[src/rtl/steer_pkg.sv]
package steer_pkg;
  // width of the select code: primaries plus two special codes
  function automatic int unsigned sel_width(input int unsigned nch);
    return $clog2(nch + 2);
  endfunction

  // code meaning "no substitution, monitor off"
  function automatic int unsigned code_off(input int unsigned nch);
    return nch;
  endfunction

  // code meaning "no substitution, monitor watches the spare"
  function automatic int unsigned code_spare(input int unsigned nch);
    return nch + 1;
  endfunction
endpackage

[src/rtl/steer_rst_sync.sv]
module steer_rst_sync (
  input  logic clk,
  input  logic rst_n,
  output logic rst_n_sync
);
  logic stage1_q;
  logic stage2_q;

  always_ff @(posedge clk or negedge rst_n) begin
    if (!rst_n) begin
      stage1_q <= 1'b0;
      stage2_q <= 1'b0;
    end else begin
      stage1_q <= 1'b1;
      stage2_q <= stage1_q;
    end
  end

  assign rst_n_sync = stage2_q;
endmodule

[src/rtl/steer_sel_reg.sv]
module steer_sel_reg #(
  parameter int unsigned NUM_CH = 6,
  localparam int unsigned SEL_W = steer_pkg::sel_width(NUM_CH)
) (
  input  logic             clk,
  input  logic             rst_n,
  input  logic [SEL_W-1:0] sel_in,
  output logic [SEL_W-1:0] sel_q
);
  localparam logic [SEL_W-1:0] SEL_RST = SEL_W'(steer_pkg::code_off(NUM_CH));

  logic             load_en;
  logic [SEL_W-1:0] sel_d;

  always_comb begin
    load_en = (sel_in != sel_q);
    sel_d   = sel_q;
    if (load_en) begin
      sel_d = sel_in;
    end
  end

  always_ff @(posedge clk or negedge rst_n) begin
    if (!rst_n) begin
      sel_q <= SEL_RST;
    end else if (load_en) begin
      sel_q <= sel_d;
    end
  end
endmodule

[src/rtl/steer_mux.sv]
module steer_mux #(
  parameter int unsigned NUM_CH = 6,
  localparam int unsigned SEL_W = steer_pkg::sel_width(NUM_CH)
) (
  input  logic [SEL_W-1:0]  sel,
  input  logic [NUM_CH-1:0] prim_in,
  input  logic              spare_in,
  output logic [NUM_CH-1:0] chan_out,
  output logic              mon_out,
  output logic              mon_act
);
  localparam logic [SEL_W-1:0] SEL_SPARE = SEL_W'(steer_pkg::code_spare(NUM_CH));

  for (genvar g = 0; g < NUM_CH; g++) begin : g_lane
    assign chan_out[g] = (sel == SEL_W'(g)) ? spare_in : prim_in[g];
  end

  always_comb begin
    mon_out = 1'b0;
    mon_act = 1'b0;
    for (int i = 0; i < NUM_CH; i++) begin
      if (sel == SEL_W'(i)) begin
        mon_out = prim_in[i];
        mon_act = 1'b1;
      end
    end
    if (sel == SEL_SPARE) begin
      mon_out = spare_in;
      mon_act = 1'b1;
    end
  end
endmodule

[src/rtl/steer_oe_gate.sv]
module steer_oe_gate #(
  parameter int unsigned NUM_CH = 6
) (
  input  logic              pwr_on,
  input  logic              out_en,
  input  logic [NUM_CH-1:0] lock_n,
  input  logic              mon_act,
  output logic [NUM_CH-1:0] data_oe,
  output logic              mon_oe,
  output logic              lock_oe
);
  logic glob_en;

  always_comb begin
    glob_en = pwr_on & out_en;
    lock_oe = pwr_on;
    mon_oe  = glob_en & mon_act;
  end

  for (genvar g = 0; g < NUM_CH; g++) begin : g_oe
    assign data_oe[g] = glob_en & ~lock_n[g];
  end
endmodule

[src/rtl/redundancy_steer.sv]
module redundancy_steer #(
  parameter int unsigned NUM_CH = 6,
  localparam int unsigned SEL_W = steer_pkg::sel_width(NUM_CH)
) (
  input  logic              clk,
  input  logic              rst_n,
  input  logic [NUM_CH-1:0] prim_in,
  input  logic              spare_in,
  input  logic [SEL_W-1:0]  route_sel,
  input  logic              pwr_on,
  input  logic              out_en,
  input  logic [NUM_CH-1:0] lock_n,
  output logic [NUM_CH-1:0] chan_out,
  output logic              mon_out,
  output logic              mon_oe,
  output logic [NUM_CH-1:0] data_oe,
  output logic              lock_oe
);
  logic             rst_n_sync;
  logic [SEL_W-1:0] sel_q;
  logic             mon_act;

  steer_rst_sync u_rst (
    .clk        (clk),
    .rst_n      (rst_n),
    .rst_n_sync (rst_n_sync)
  );

  steer_sel_reg #(.NUM_CH(NUM_CH)) u_sel (
    .clk    (clk),
    .rst_n  (rst_n_sync),
    .sel_in (route_sel),
    .sel_q  (sel_q)
  );

  steer_mux #(.NUM_CH(NUM_CH)) u_mux (
    .sel      (sel_q),
    .prim_in  (prim_in),
    .spare_in (spare_in),
    .chan_out (chan_out),
    .mon_out  (mon_out),
    .mon_act  (mon_act)
  );

  steer_oe_gate #(.NUM_CH(NUM_CH)) u_oe (
    .pwr_on  (pwr_on),
    .out_en  (out_en),
    .lock_n  (lock_n),
    .mon_act (mon_act),
    .data_oe (data_oe),
    .mon_oe  (mon_oe),
    .lock_oe (lock_oe)
  );
endmodule

[config.mk]
export PLATFORM = sky130hd
export DESIGN_NAME = redundancy_steer
export DESIGN_NICKNAME = d
export VERILOG_FILES = /design/src/rtl/steer_pkg.sv /design/src/rtl/steer_rst_sync.sv /design/src/rtl/steer_sel_reg.sv /design/src/rtl/steer_mux.sv /design/src/rtl/steer_oe_gate.sv /design/src/rtl/redundancy_steer.sv
export SDC_FILE = /design/constraint.sdc
export NUM_CORES = 1
export LEC_CHECK = 0
export BUFFER_PORTS_ARGS = -buffer_cell sky130_fd_sc_hd__clkbuf_2
export CAP_MARGIN = 20
export CORE_MARGIN = 4
export CORE_UTILIZATION = 27
export CTS_BUF_LIST = sky130_fd_sc_hd__clkbuf_4
export DETAILED_ROUTE_END_ITERATION = 8
export SYNTH_ARGS = -nofsm -noshare
export SYNTH_HDL_FRONTEND = slang
export SYNTH_SLANG_ARGS = --single-unit
[constraint.sdc]
create_clock -name clk -period 1.2 [get_ports clk]
set_input_delay 0.12 -clock clk [delete_from_list [all_inputs] [get_ports clk]]
set_output_delay 0.12 -clock clk [all_outputs]
set_load 0.02 [all_outputs]
======== Word level (Yosys, flattened, before mapping) ========
Cells that the tools add are included.
cells by class
  equality and inequality tests ........... 7
  reductions and logical operators ........ 1
  mux-type cells .......................... 20
  bitwise logic cells ..................... 14
operators with widths
  cell                  number
  $mux W1               20
  $eq A3 B3 Y1 const B  3
  $and A1 B1 Y1         8
  $eq A3 B2 Y1 const B  2
  $not A1 Y1            6
  $eq A3 B1 Y1 const B  1
  $logic_not A3 Y1      1
  $ne A3 B3 Y1          1
word-level totals
  logic and storage cells ................. 45
  output and inout port bits .............. 15
  register bits after elaboration ......... 5

======== Logic depth before layout (Yosys ltp) ========
  depth in word-level cells ............... 9
  depth in mapped cells ................... 5

======== Cells and area by module ========
A second synthesis with hierarchy kept.
unflattened totals
  cells, all modules ...................... 45
  area total of the unflattened synthesis .. 439.2 um^2
by module, submodules not included
  module          sequential area each (um^2)  instances  area each (um^2)  cells an instance
  steer_mux       0.0                          1          230.2             28
  steer_sel_reg   77.6                         1          88.8              6
  steer_oe_gate   0.0                          1          66.3              8
  steer_rst_sync  50.0                         1          53.8              3

======== Least setup slack after synthesis ========
Ideal clock, no wire load.
  path kind ............................... register to output
  from .................................... register u_sel.sel_q[1]
  to ...................................... output port mon_out
  arrival ................................. 1292 ps
  path buffers ............................ 1
  data required time ...................... 1080 ps
  slack ................................... -212 ps
  stages on the path, launching flop included .. 6
  path through ............................ dfstp_2 buf_6 mux2i_1 a21oi_1 nand3_1 a21oi_1
between the ends
  longest elaborated chain between the ends .. 8
  elaborated cells between the ends (all ways) .. 14
  those cells by class .................... eq/ne: 6; mux: 7; reduce/logical: 1
ends and longest elaborated chain
  item                    line                    text
  from (decl)             steer_sel_reg.sv:8      output logic [SEL_W-1:0] sel_q
  from (signal assigned)  steer_sel_reg.sv:27     sel_q <= sel_d;
  $logic_not A3 Y1        steer_mux.sv:22         if (sel == SEL_W'(i)) begin
  $mux W1 (6 in series)   steer_mux.sv:22
  $mux W1 *               steer_mux.sv:27         if (sel == SEL_SPARE) begin
  to (decl)               redundancy_steer.sv:14  output logic mon_out,
Mark *: on every way between the ends. The rest lies on a longest branch, timed or not.

======== Worst setup path after layout ========
Same ends and word-level chain as after synthesis.

==> flow_metrics.env <==
export IMPL_run_status="finished with violations"
export IMPL_violations="setup timing"
export IMPL_hpwl_um=944
export IMPL_placed_area_um2=642
export IMPL_peakVddDrop_uv=669
export IMPL_drive_above_1_share=0.707
export IMPL_arrival_ps=1620
export IMPL_reg2reg_setup_slack_ps=740
export IMPL_clk_pin_slew_ps=40
export IMPL_worstHoldPathType="register to asynchronous set/reset pin"
export IMPL_post_route_drc_count=0
export IMPL_critPathLaunchType="register"
export IMPL_yosys_warnings=0
export IMPL_stdcell_count=108
export IMPL_cts_sinks=5
export IMPL_synthToLayoutAreaGrowth_pct=86.3
export IMPL_layout_common_cells="27 x clkbuf_2, 9 x nor2_1, 7 x buf_6"
export IMPL_timing_fmax_mhz=576
export IMPL_fin_crit_ps=1740
export IMPL_r2r_start="u_rst.stage1_q"
export IMPL_portBuffers=34
export IMPL_first_iter_violations=3
export IMPL_antenna_found_initial=0
export IMPL_cts_path_max_buffers=2
export IMPL_powerDensity_mw_per_mm2=821
export IMPL_setup_ws_ps=-536
export IMPL_synth_nets=68
export IMPL_final_cell_area_um2=818
export IMPL_die_w_um=48.3
export IMPL_regArea_um2=129
export IMPL_final_antenna_net_count=0
export IMPL_synth_yosys_seq_area_share=0.291
export IMPL_cts_tree="built"
export IMPL_grt_pass1_vias=484
export IMPL_viasPerCell=4.68
export IMPL_rr_worst_depth=0
export IMPL_grt_pass1_wl_mm=2.10
export IMPL_required_ps=1080
export IMPL_dieArea_mm2=0.00234
export IMPL_worstReg2RegEnd="u_rst.rst_n_sync"
export IMPL_cts_made_buffers=3
export IMPL_diodes=0
export IMPL_slew_viol_final=0
export IMPL_routedWlPerCell_um=12.2
export IMPL_fin_skew_ps=2.36
export IMPL_finalSetupViolCount=8
export IMPL_syn_cell_area_um2=439
export IMPL_nNetsFinal=113
export IMPL_syn_inst=48
export IMPL_root_buffer="clkbuf_4"
export IMPL_final_common_cell="clkbuf_2"
export IMPL_synth_cell_types=21
export IMPL_critPathKind="register to output port"
export IMPL_syn_area_per_cell_um2=9.15
export IMPL_crit_path_max_fanout=4
export IMPL_gp_congestion=0.762
export IMPL_maxCapViolCount=0
export IMPL_final_core_util=0.537
export IMPL_drt_total_wl_mm=1.32
export IMPL_pin_count=35
export IMPL_grt_ovfl_total=0
export IMPL_hold_viol=0
export IMPL_initial_core_util=0.288
export IMPL_grt_setup_unrepaired="yes"
export IMPL_power_leakage_nw=0.427
export IMPL_ys_seq_elements=5
export IMPL_fill_cells=147
export IMPL_finalPower_mw=0.672
export IMPL_endpoint_kind="output port"
export IMPL_core_area_mm2=0.00152
export IMPL_num_vias=505
export IMPL_clk_latency_ps=240
export IMPL_multi_input_area_um2=293
export IMPL_globalRouteTotalUtil=0.113
export IMPL_min_period_over_period=1.45
export IMPL_fp_dieH_um=48.3
export IMPL_rows=14
export IMPL_place_inst=96
export IMPL_grt_max_degree=11
export IMPL_firstDrtPassIters=2
export IMPL_htreeDepth=1
cells in the mapped netlist (all sizes together):
cell,instances,area share
dfstp,2,0.12
mux2i,2,0.046
a21o,1,0.017
nand2b,1,0.014
nand2,3,0.026
nor2,10,0.085
dfrtp,3,0.17
clkbuf,3,0.026
nand3,1,0.011
nand3b,1,0.017
a221oi,1,0.034
nor3b,1,0.017
nor2b,3,0.094
a21oi,3,0.034
buf,4,0.094
conb,1,0.0085
nor3,2,0.023
mux2,6,0.16
cells by family after synthesis:
family	synth area share
AOI/OAI and AO/OA	0.0855
and+or+nand+nor	0.288
other	0.00854
buffers and inverters	0.120
muxes	0.208
DFF	0.291
what timing repair did:
item                                    CTS  global route
resized for setup                         9            18
pin swaps                                 2             2
hold buffers                              4             0
hold endpoints to repair                  5             0
buffers inserted                          3             2
endpoints found under the setup margin    8             8
worst max path at each step:
stage	slack, ps	start	endpoint
3_5_place_dp	-270	u_sel.sel_q[1]	chan_out[2]
2_1_floorplan	-180	u_sel.sel_q[1]	chan_out[2]
6_report	-540	u_sel.sel_q[1]	mon_out
5_1_grt	-600	u_sel.sel_q[1]	mon_out
3_3_place_gp	-260	u_sel.sel_q[1]	chan_out[2]
4_1_cts	-520	u_sel.sel_q[1]	chan_out[2]
critical path, stage by stage (launching register included):
cell and delay [ps]:
dfstp_2 560, buf_6 110, mux2i_2 220, nor2_1 80, a221oi_2 190, a21oi_2 50
clkbuf_8 150
metrics by stage:
stage / setup TNS, ps / hold slack (ps) / setup slack, ps
2_1_floorplan: -296 / -176 / -176
3_3_place_gp: -1240 / -93.2 / -260
3_5_place_dp: -1280 / -94.1 / -272
4_1_cts: -3500 / 47.9 / -523
5_1_grt: -3970 / 53.4 / -595
6_report: -3600 / 43.9 / -536
power breakdown:
group	switching, mW	internal [mW]	leakage [nW]	total (mW)
sequential	0.0136	0.181	0.0550	0.195
combinational	0.115	0.146	0.354	0.262
clock	0.0674	0.148	0.0184	0.216
total	0.196	0.476	0.427	0.672
layer usage:
| layer | global-route usage | vias up | wire (um) |
|---|---|---|---|
| li1 | - | 245 | - |
| met4 | 0.0415 | 0 | 41 |
| met2 | 0.196 | 33 | 705 |
| met1 | 0.108 | 223 | 403 |
| met3 | 0.0675 | 4 | 171 |
| met5 | 0 | - | 0 |
area by class of cell:
type                       instances  area share
tap                               16      0.0245
timing repair buffer              47       0.424
clock buffer                       4      0.0367
sequential                         5       0.157
multi-input combinational         36       0.358
flip-flops by register name, indices dropped and copies added (netlist names):
name / count
u_sel.sel_q: 3
u_rst.stage1_q: 1
u_rst.rst_n_sync: 1
Note: power is estimated with default switching activity, not from simulation.
